<file path="config.mk">
export PLATFORM = sky130hd
export DESIGN_NAME = shx_unit
export DESIGN_NICKNAME = d
export VERILOG_FILES = /design/src/rtl/shx_pkg.sv /design/src/rtl/shx_decode.sv /design/src/rtl/shx_operand.sv /design/src/rtl/shx_barrel.sv /design/src/rtl/shx_unit.sv
export SDC_FILE = /design/constraint.sdc
export NUM_CORES = 1
export LEC_CHECK = 0
export ABC_CLOCK_PERIOD_IN_PS = 6000
export BUFFER_PORTS_ARGS = -buffer_cell sky130_fd_sc_hd__buf_2
export CAP_MARGIN = 20
export CORE_MARGIN = 10
export CORE_UTILIZATION = 40
export DETAILED_ROUTE_END_ITERATION = 10
export PLACE_DENSITY = 0.68
export SLEW_MARGIN = 20
export SYNTH_ARGS = -nofsm -noshare
export SYNTH_HDL_FRONTEND = slang
export SYNTH_SLANG_ARGS = --single-unit
</file>
<file path="constraint.sdc">
create_clock -name vclk -period 6
set_clock_uncertainty 0.15 [all_clocks]
set_input_delay 1.2 -clock vclk [all_inputs]
set_output_delay 1.2 -clock vclk [all_outputs]
set_load 0.03 [all_outputs]
</file>
<file path="src/rtl/shx_pkg.sv">
package shx_pkg;

  localparam int INSTR_W = 32;
  localparam int REG_IDX_W = 5;

  localparam logic [5:0] OPC_REG = 6'b000000;

  localparam logic [5:0] FN_SLL  = 6'b000000;
  localparam logic [5:0] FN_SRL  = 6'b000010;
  localparam logic [5:0] FN_SRA  = 6'b000011;
  localparam logic [5:0] FN_SLLV = 6'b000100;
  localparam logic [5:0] FN_SRLV = 6'b000110;
  localparam logic [5:0] FN_SRAV = 6'b000111;
  localparam logic [5:0] FN_ADDU = 6'b100001;

  typedef enum logic [2:0] {
    OP_NONE,
    OP_SHL,
    OP_SHR_LOG,
    OP_SHR_ARI,
    OP_ADD
  } op_e;

  typedef struct packed {
    logic [5:0]           opc;
    logic [REG_IDX_W-1:0] rs;
    logic [REG_IDX_W-1:0] rt;
    logic [REG_IDX_W-1:0] rd;
    logic [4:0]           sh;
    logic [5:0]           fn;
  } rfmt_t;

endpackage

</file>
<file path="src/rtl/shx_decode.sv">
module shx_decode
  import shx_pkg::*;
(
  input  logic [INSTR_W-1:0]   instr,
  output op_e                  op,
  output logic                 amt_from_reg,
  output logic [4:0]           sh_field,
  output logic [REG_IDX_W-1:0] rd_field
);

  rfmt_t f;
  assign f = rfmt_t'(instr);
  assign sh_field = f.sh;
  assign rd_field = f.rd;

  always_comb begin
    op = OP_NONE;
    amt_from_reg = 1'b0;
    if (f.opc == OPC_REG) begin
      unique case (f.fn)
        FN_SLL:  op = OP_SHL;
        FN_SRL:  op = OP_SHR_LOG;
        FN_SRA:  op = OP_SHR_ARI;
        FN_SLLV: begin op = OP_SHL;     amt_from_reg = 1'b1; end
        FN_SRLV: begin op = OP_SHR_LOG; amt_from_reg = 1'b1; end
        FN_SRAV: begin op = OP_SHR_ARI; amt_from_reg = 1'b1; end
        FN_ADDU: op = OP_ADD;
        default: op = OP_NONE;
      endcase
    end
  end

endmodule

</file>
<file path="src/rtl/shx_operand.sv">
module shx_operand #(
  parameter int XLEN = 32,
  localparam int SHW = $clog2(XLEN)
) (
  input  logic [XLEN-1:0] rs_val,
  input  logic [XLEN-1:0] rt_val,
  input  logic [4:0]      sh_field,
  input  logic            amt_from_reg,
  output logic [SHW-1:0]  amt,
  output logic [XLEN-1:0] data
);

  assign amt  = amt_from_reg ? rs_val[SHW-1:0] : sh_field[SHW-1:0];
  assign data = rt_val;

endmodule

</file>
<file path="src/rtl/shx_barrel.sv">
module shx_barrel #(
  parameter int XLEN = 32,
  localparam int SHW = $clog2(XLEN)
) (
  input  logic [XLEN-1:0] din,
  input  logic [SHW-1:0]  amt,
  input  logic            dir_left,
  input  logic            arith,
  output logic [XLEN-1:0] dout
);

  logic            fill;
  logic [XLEN-1:0] pre;
  logic [XLEN-1:0] stg [SHW+1];
  logic [XLEN-1:0] post;

  assign fill = arith & ~dir_left & din[XLEN-1];

  for (genvar i = 0; i < XLEN; i++) begin : g_rev_in
    assign pre[i] = dir_left ? din[XLEN-1-i] : din[i];
  end

  assign stg[0] = pre;

  for (genvar k = 0; k < SHW; k++) begin : g_stage
    localparam int D = 1 << k;
    assign stg[k+1] = amt[k] ? {{D{fill}}, stg[k][XLEN-1:D]} : stg[k];
  end

  for (genvar i = 0; i < XLEN; i++) begin : g_rev_out
    assign post[i] = dir_left ? stg[SHW][XLEN-1-i] : stg[SHW][i];
  end

  assign dout = post;

  always_comb begin
    assert_zero_pass_R9: assert (amt != '0 || dout == din)
      else $error("zero distance altered data");
    assert_left_zero_fill_R2: assert (!(dir_left && amt != '0) || dout[0] == 1'b0)
      else $error("left shift low bit not zero");
    assert_right_fill_R4: assert (dir_left || amt == '0 || dout[XLEN-1] == (arith & din[XLEN-1]))
      else $error("right shift top bit wrong fill");
  end

endmodule

</file>
<file path="src/rtl/shx_unit.sv">
module shx_unit
  import shx_pkg::*;
#(
  parameter int XLEN = 32,
  localparam int SHW = $clog2(XLEN)
) (
  input  logic [INSTR_W-1:0]   instr,
  input  logic [XLEN-1:0]      rs_val,
  input  logic [XLEN-1:0]      rt_val,
  output logic [XLEN-1:0]      result,
  output logic [REG_IDX_W-1:0] dest_idx,
  output logic                 wr_en
);

  op_e                  op;
  logic                 amt_from_reg;
  logic [4:0]           sh_field;
  logic [REG_IDX_W-1:0] rd_field;
  logic [SHW-1:0]       amt;
  logic [XLEN-1:0]      sh_data;
  logic [XLEN-1:0]      sh_out;
  logic [XLEN-1:0]      sum;

  shx_decode u_dec (
    .instr        (instr),
    .op           (op),
    .amt_from_reg (amt_from_reg),
    .sh_field     (sh_field),
    .rd_field     (rd_field)
  );

  shx_operand #(.XLEN(XLEN)) u_opnd (
    .rs_val       (rs_val),
    .rt_val       (rt_val),
    .sh_field     (sh_field),
    .amt_from_reg (amt_from_reg),
    .amt          (amt),
    .data         (sh_data)
  );

  shx_barrel #(.XLEN(XLEN)) u_bsh (
    .din      (sh_data),
    .amt      (amt),
    .dir_left (op == OP_SHL),
    .arith    (op == OP_SHR_ARI),
    .dout     (sh_out)
  );

  assign sum = rs_val + rt_val;

  always_comb begin
    unique case (op)
      OP_ADD:  result = sum;
      OP_NONE: result = '0;
      default: result = sh_out;
    endcase
  end

  assign wr_en    = (op != OP_NONE);
  assign dest_idx = rd_field;

  always_comb begin
    assert_opcode_gate_R1: assert (!wr_en || instr[31:26] == OPC_REG)
      else $error("write enabled for non register-format word");
    assert_dest_field_R8: assert (dest_idx == instr[15:11])
      else $error("destination index differs from rd field");
    assert_add_path_R7: assert (!(wr_en && instr[5:0] == FN_ADDU) || result == rs_val + rt_val)
      else $error("unsigned add result wrong");
  end

endmodule

</file>
# Word level (Yosys, flattened, before mapping)
# Cells that the tools add are included.
# word_totals
ff_bits	0
inputBits	96
wordCells	96
# op_classes
add_sub_neg	1
n_eq_ne	9
n_mux	75
bitwise_logic	3
reduce_logical	8
# op_table
op	n
$mux 32	5
$mux 1	66
$pmux 32 s2	1
$add 32x32->32	1
$eq 6x3->1 const B	3
$eq 6x2->1 const B	2
$logic_not 6->1	2
$pmux 3 s4	1
$eq 6x6->1 const B	1
$reduce_or 2->1	3
$mux 5	1
$eq 3x1->1 const B	1
$eq 3x2->1 const B	1
$eq 3x3->1 const B	1
$logic_not 3->1	1
$mux 3	1
$reduce_bool 3->1	1
$reduce_or 3->1	1
$and 1x1->1	2
$not 1->1	1

# Longest topological paths before layout
# depth
depth_word	15
mapped_depth	13
ltp_nobuf	12

# Hierarchy
# Synthesis repeated with hierarchy kept, for this count alone.
# hier_totals
cells_unflattened	863
area_unflattened_um2	6329.8
# modules_own_cells
mod	n_inst	cells_per_inst	area_per_inst_um2	seq_area_each_um2
shx_barrel	1	482	3723.6	0.0
shx_unit	1	324	2137.0	0.0
shx_operand	1	37	296.5	0.0
shx_decode	1	20	172.7	0.0

# Least setup slack after synthesis
# OpenSTA, ideal clock, no wires.
# synth_path
kind	in2out
startpoint	input port instr[28]
endpoint	output port result[9]
arrival_time_ns	4.118
required_time_ns	4.650
path_slack_ns	0.532
path_stages	12
path_buffers	2
cell_sequence	nor4_2 > and2_1 > buf_6 > a21oi_1 > nor2_2 > buf_2 > mux4_2 > and3_1 > a31oi_1 > a21oi_1 > a31o_2 > o21ai_0
# synth_between
elab_chain_len	13
# synth_lines
element	line	rtl
from (decl)	shx_unit.sv:7	input logic [INSTR_W-1:0] instr,
$logic_not 6->1 *	shx_decode.sv:19	if (f.opc == OPC_REG) begin
$mux 3	shx_decode.sv:19	
$eq 3x1->1	shx_unit.sv:44	.dir_left (op == OP_SHL),
$not 1->1	shx_barrel.sv:17	assign fill = arith & ~dir_left & din[XLEN-1];
$and 1x1->1 (2 in series)	shx_barrel.sv:17	
$mux 32 (5 in series)	shx_barrel.sv:27	assign stg[k+1] = amt[k] ? {{D{fill}}, stg[k][XLEN-1:D]} : stg[k];
$mux 1	shx_barrel.sv:31	assign post[i] = dir_left ? stg[SHW][XLEN-1-i] : stg[SHW][i];
$pmux 32 s2 *	shx_unit.sv:52	unique case (op)
to (decl)	shx_unit.sv:10	output logic [XLEN-1:0] result,
# Every way passes the cells marked *; elsewhere a longest branch is shown, timed or not.

# Worst setup path in the final report
# layout_path
startpoint	input port instr[0]
endpoint	output port result[12]
# layout_between
elab_chain_len	15
# layout_lines
element	line	rtl
$eq 6x2->1 (tied with other cells)	shx_decode.sv:20	unique case (f.fn)
$reduce_or 2->1 (no source line)	-	
$pmux 3 s4	shx_decode.sv:20	
$mux 3	shx_decode.sv:19	
$eq 3x1->1	shx_unit.sv:44	
$not 1->1	shx_barrel.sv:17	
$and 1x1->1 (2 in series)	shx_barrel.sv:17	
$mux 32 (5 in series)	shx_barrel.sv:27	
$mux 1	shx_barrel.sv:31	
$pmux 32 s2 *	shx_unit.sv:52	
# Marks and branches as above.

==> reports/qor.yml <==
die:
  core_area_mm2: 0.0134
  dieArea_mm2: 0.0189
  rows: 42
  ios: 134
  die_x_um: 138
  dieHeight_um: 138
  start_util_pct: 41.3
critical_path:
  endpoint_kind: "primary output"
  start_kind: "input pin"
  slowest_delay_ns: 0.58
  critPathMaxFanout: 13
  critPathBufInv: 4
  crit_slowest_cell: "mux4_2"
  path_delay_family: "compound AO/OA/AOI/OAI gates"
  crit_required_ns: 4.65
  critical_path_class: "input pin to primary output"
  cp_cell_sequence: "buf_2, nor2b_4, nor3_4, buf_4, a21oi_4, buf_4, o21ai_0, and2_1, a221oi_2, mux2i_1, mux4_2, o22ai_1, o21bai_1, buf_2"
  worstPathArrival_ns: 4.49
drt:
  drc: 0
  drtIter0Drc: 1151
  routed_wl_um: 26800
  route.vias.total: 7516
  ant_nets: 0
  first_pass_iters: 8
  viasPerCell: 6.75
  avgRoutedWirePerCell_um: 24.1
synth:
  synth-compound-area-share_pct: 38.3
  synthCells: 828
  synth_simple_gate_area_share_pct: 27.5
  syn_avg_cell_area_um2: 6.68
  yosys.area_share.adder_pct: 7.37
  synth.distinct_cells: 78
  synth_xor_area_share_pct: 3.64
  yosys_warnings: 0
  synth_top_family_by_area: "compound AO/OA/AOI/OAI gates"
  muxShareOfSynthArea_pct: 16.8
  syn_nets: 956
  synth_seq_area_share_pct: 0
  syn_area_mm2: 0.00553
worst_hold_path:
  whs_endpoint: "dest_idx[1]"
  hold_path_depth: 0
  worstHoldStart: "instr[12]"
  hold_class: "input pin to primary output"
timing:
  fmax_mhz: 171
  report.final.setup_viol: 0
  worst_pin_slew_ns: 0.627
  slew_headroom_pct: 57.0
  min_period_ns: 5.84
  rsz0062_at_grt: "no"
  slew_violations: 0
  tns_ns: 0
  timing.final.crit_share_pct: 97.3
  hold_viol: 0
grt:
  first_global_vias: 6948
  grt_pass1_wl_um: 40200
  grt_antenna_before_repair: 0
  overflow: 0
  grt_max_degree: 47
  grt.total_usage_pct: 26.9
pwr:
  comb_power_share_pct: 100.0
  power_frac_seq_pct: 0
  clockPowerShare_pct: 0
  switching_share_pct: 61.8
  p_sw_mw: 0.324
  p_leak_nw: 2.89
  vdd_ir_drop_max_uv: 44.9
  p_int_mw: 0.200
  p_per_area_mw_per_mm2: 80.8
layout:
  area_growth_pct: 17.3
  n_fill_cell: 1393
  antenna_cells: 0
  final_layout_size_suffix_gt1_share_pct: 24.8
  utilization_pct: 48.4
  multi_input_area_mm2: 0.00521
  fin_nets: 1067
  seq_cells: 0
  ff_latch_area_um2: 0
  stdcell_area_mm2: 0.00649
  clockBufferCount: 0
outcome:
  outcome: "complete, no violations"
place:
  portBuffers: 114
  dp_hpwl_um: 21900
  gp_congestion: 1.05
  dpl_cell_area_mm2: 0.00646
job:
  drv_cap: 0
-- cells in the final DEF (no fill, tap or decap), types with 26 or more instances in the layout --
cell type	count
nand3_1	60
buf_4	54
a21oi_1	75
nor2_1	69
ha_1	31
nor3_1	29
buf_2	114
nand2_1	80
o21ai_0	46
mux2i_1	55
a211oi_1	26
-- cell usage after synthesis, drive strengths merged, types with 9 or more instances --
master  count  area, um2
o211ai     21        158
o22ai       9       56.3
nand3      62        328
xnor2      18        158
a31oi      18        113
buf        42        246
a21o       14        105
nand2      82        313
nor2       73        292
a21oi      76        392
nor3       30        161
o21ai      55        290
ha         31        388
mux2i      56        561
a211oi     27        208
nand2b     12       75.1
clkbuf     20       75.1
a22oi      10       75.1
and3       13       86.3
mux2       21        236
-- routing by layer --
layer  global-route usage (%)  vias to the layer above  share of wire (%)
met5                        0                        -                  0
met4                     11.0                        0                5.4
met3                     5.03                       90                 12
met2                     41.6                      545                 43
met1                     35.8                     3420                 39
li1                         -                     3461                  -
-- cell type report --
| type | instances | share of cell area (%) |
|---|---|---|
| Tap cell | 176 | 3.39 |
| Inverter | 8 | 0.463 |
| Multi-Input combinational cell | 758 | 80.2 |
| Timing Repair Buffer | 171 | 16.0 |
-- power by group through the flow --
stage	registers (mW)	logic (mW)	clock network [mW]
2_1_floorplan	0	0.327	0
3_3_place_gp	0	0.503	0
3_5_place_dp	0	0.503	0
4_1_cts	0	0.505	0
5_1_grt	0	0.560	0
6_report	0	0.524	0
-- cells by family (layout without fill, tap and decap cells) --
kind of cell | count (synthesis) | after routing
adders and majority gates | 32 | 32
xor gates and xnor gates | 23 | 23
and+or+nand+nor | 310 | 310
AOI/OAI and AO/OA | 310 | 310
buffers and inverters | 70 | 179
muxes | 83 | 83
-- worst max path at each step --
stage,start,to,cells past startpoint
after CTS,rt_val[0],result[28],14
after detailed placement,rt_val[0],result[28],14
after global routing,instr[28],result[12],13
after floorplan,instr[28],result[9],12
final,instr[0],result[12],14
after global placement,instr[0],result[16],13
-- stage by stage --
stage | power, mW | hold WS, ns | instances | setup WS (ns)
2_1_floorplan | 0.327 | 2.38 | 828 | 0.532
3_3_place_gp | 0.503 | 2.25 | 1111 | 0.194
3_5_place_dp | 0.503 | 2.25 | 1111 | 0.163
4_1_cts | 0.505 | 2.25 | 1111 | 0.135
5_1_grt | 0.560 | 2.25 | 1113 | 0.0298
6_report | 0.524 | 2.25 | 1113 | 0.165
-- what timing repair did --
action,4_1_cts,5_1_grt
buffers inserted,0,2
setup endpoints to repair,0,8
hold endpoints to repair,0,0
hold buffers,0,0
resized for setup,0,3
No activity file was read; power rests on OpenSTA's default activity.
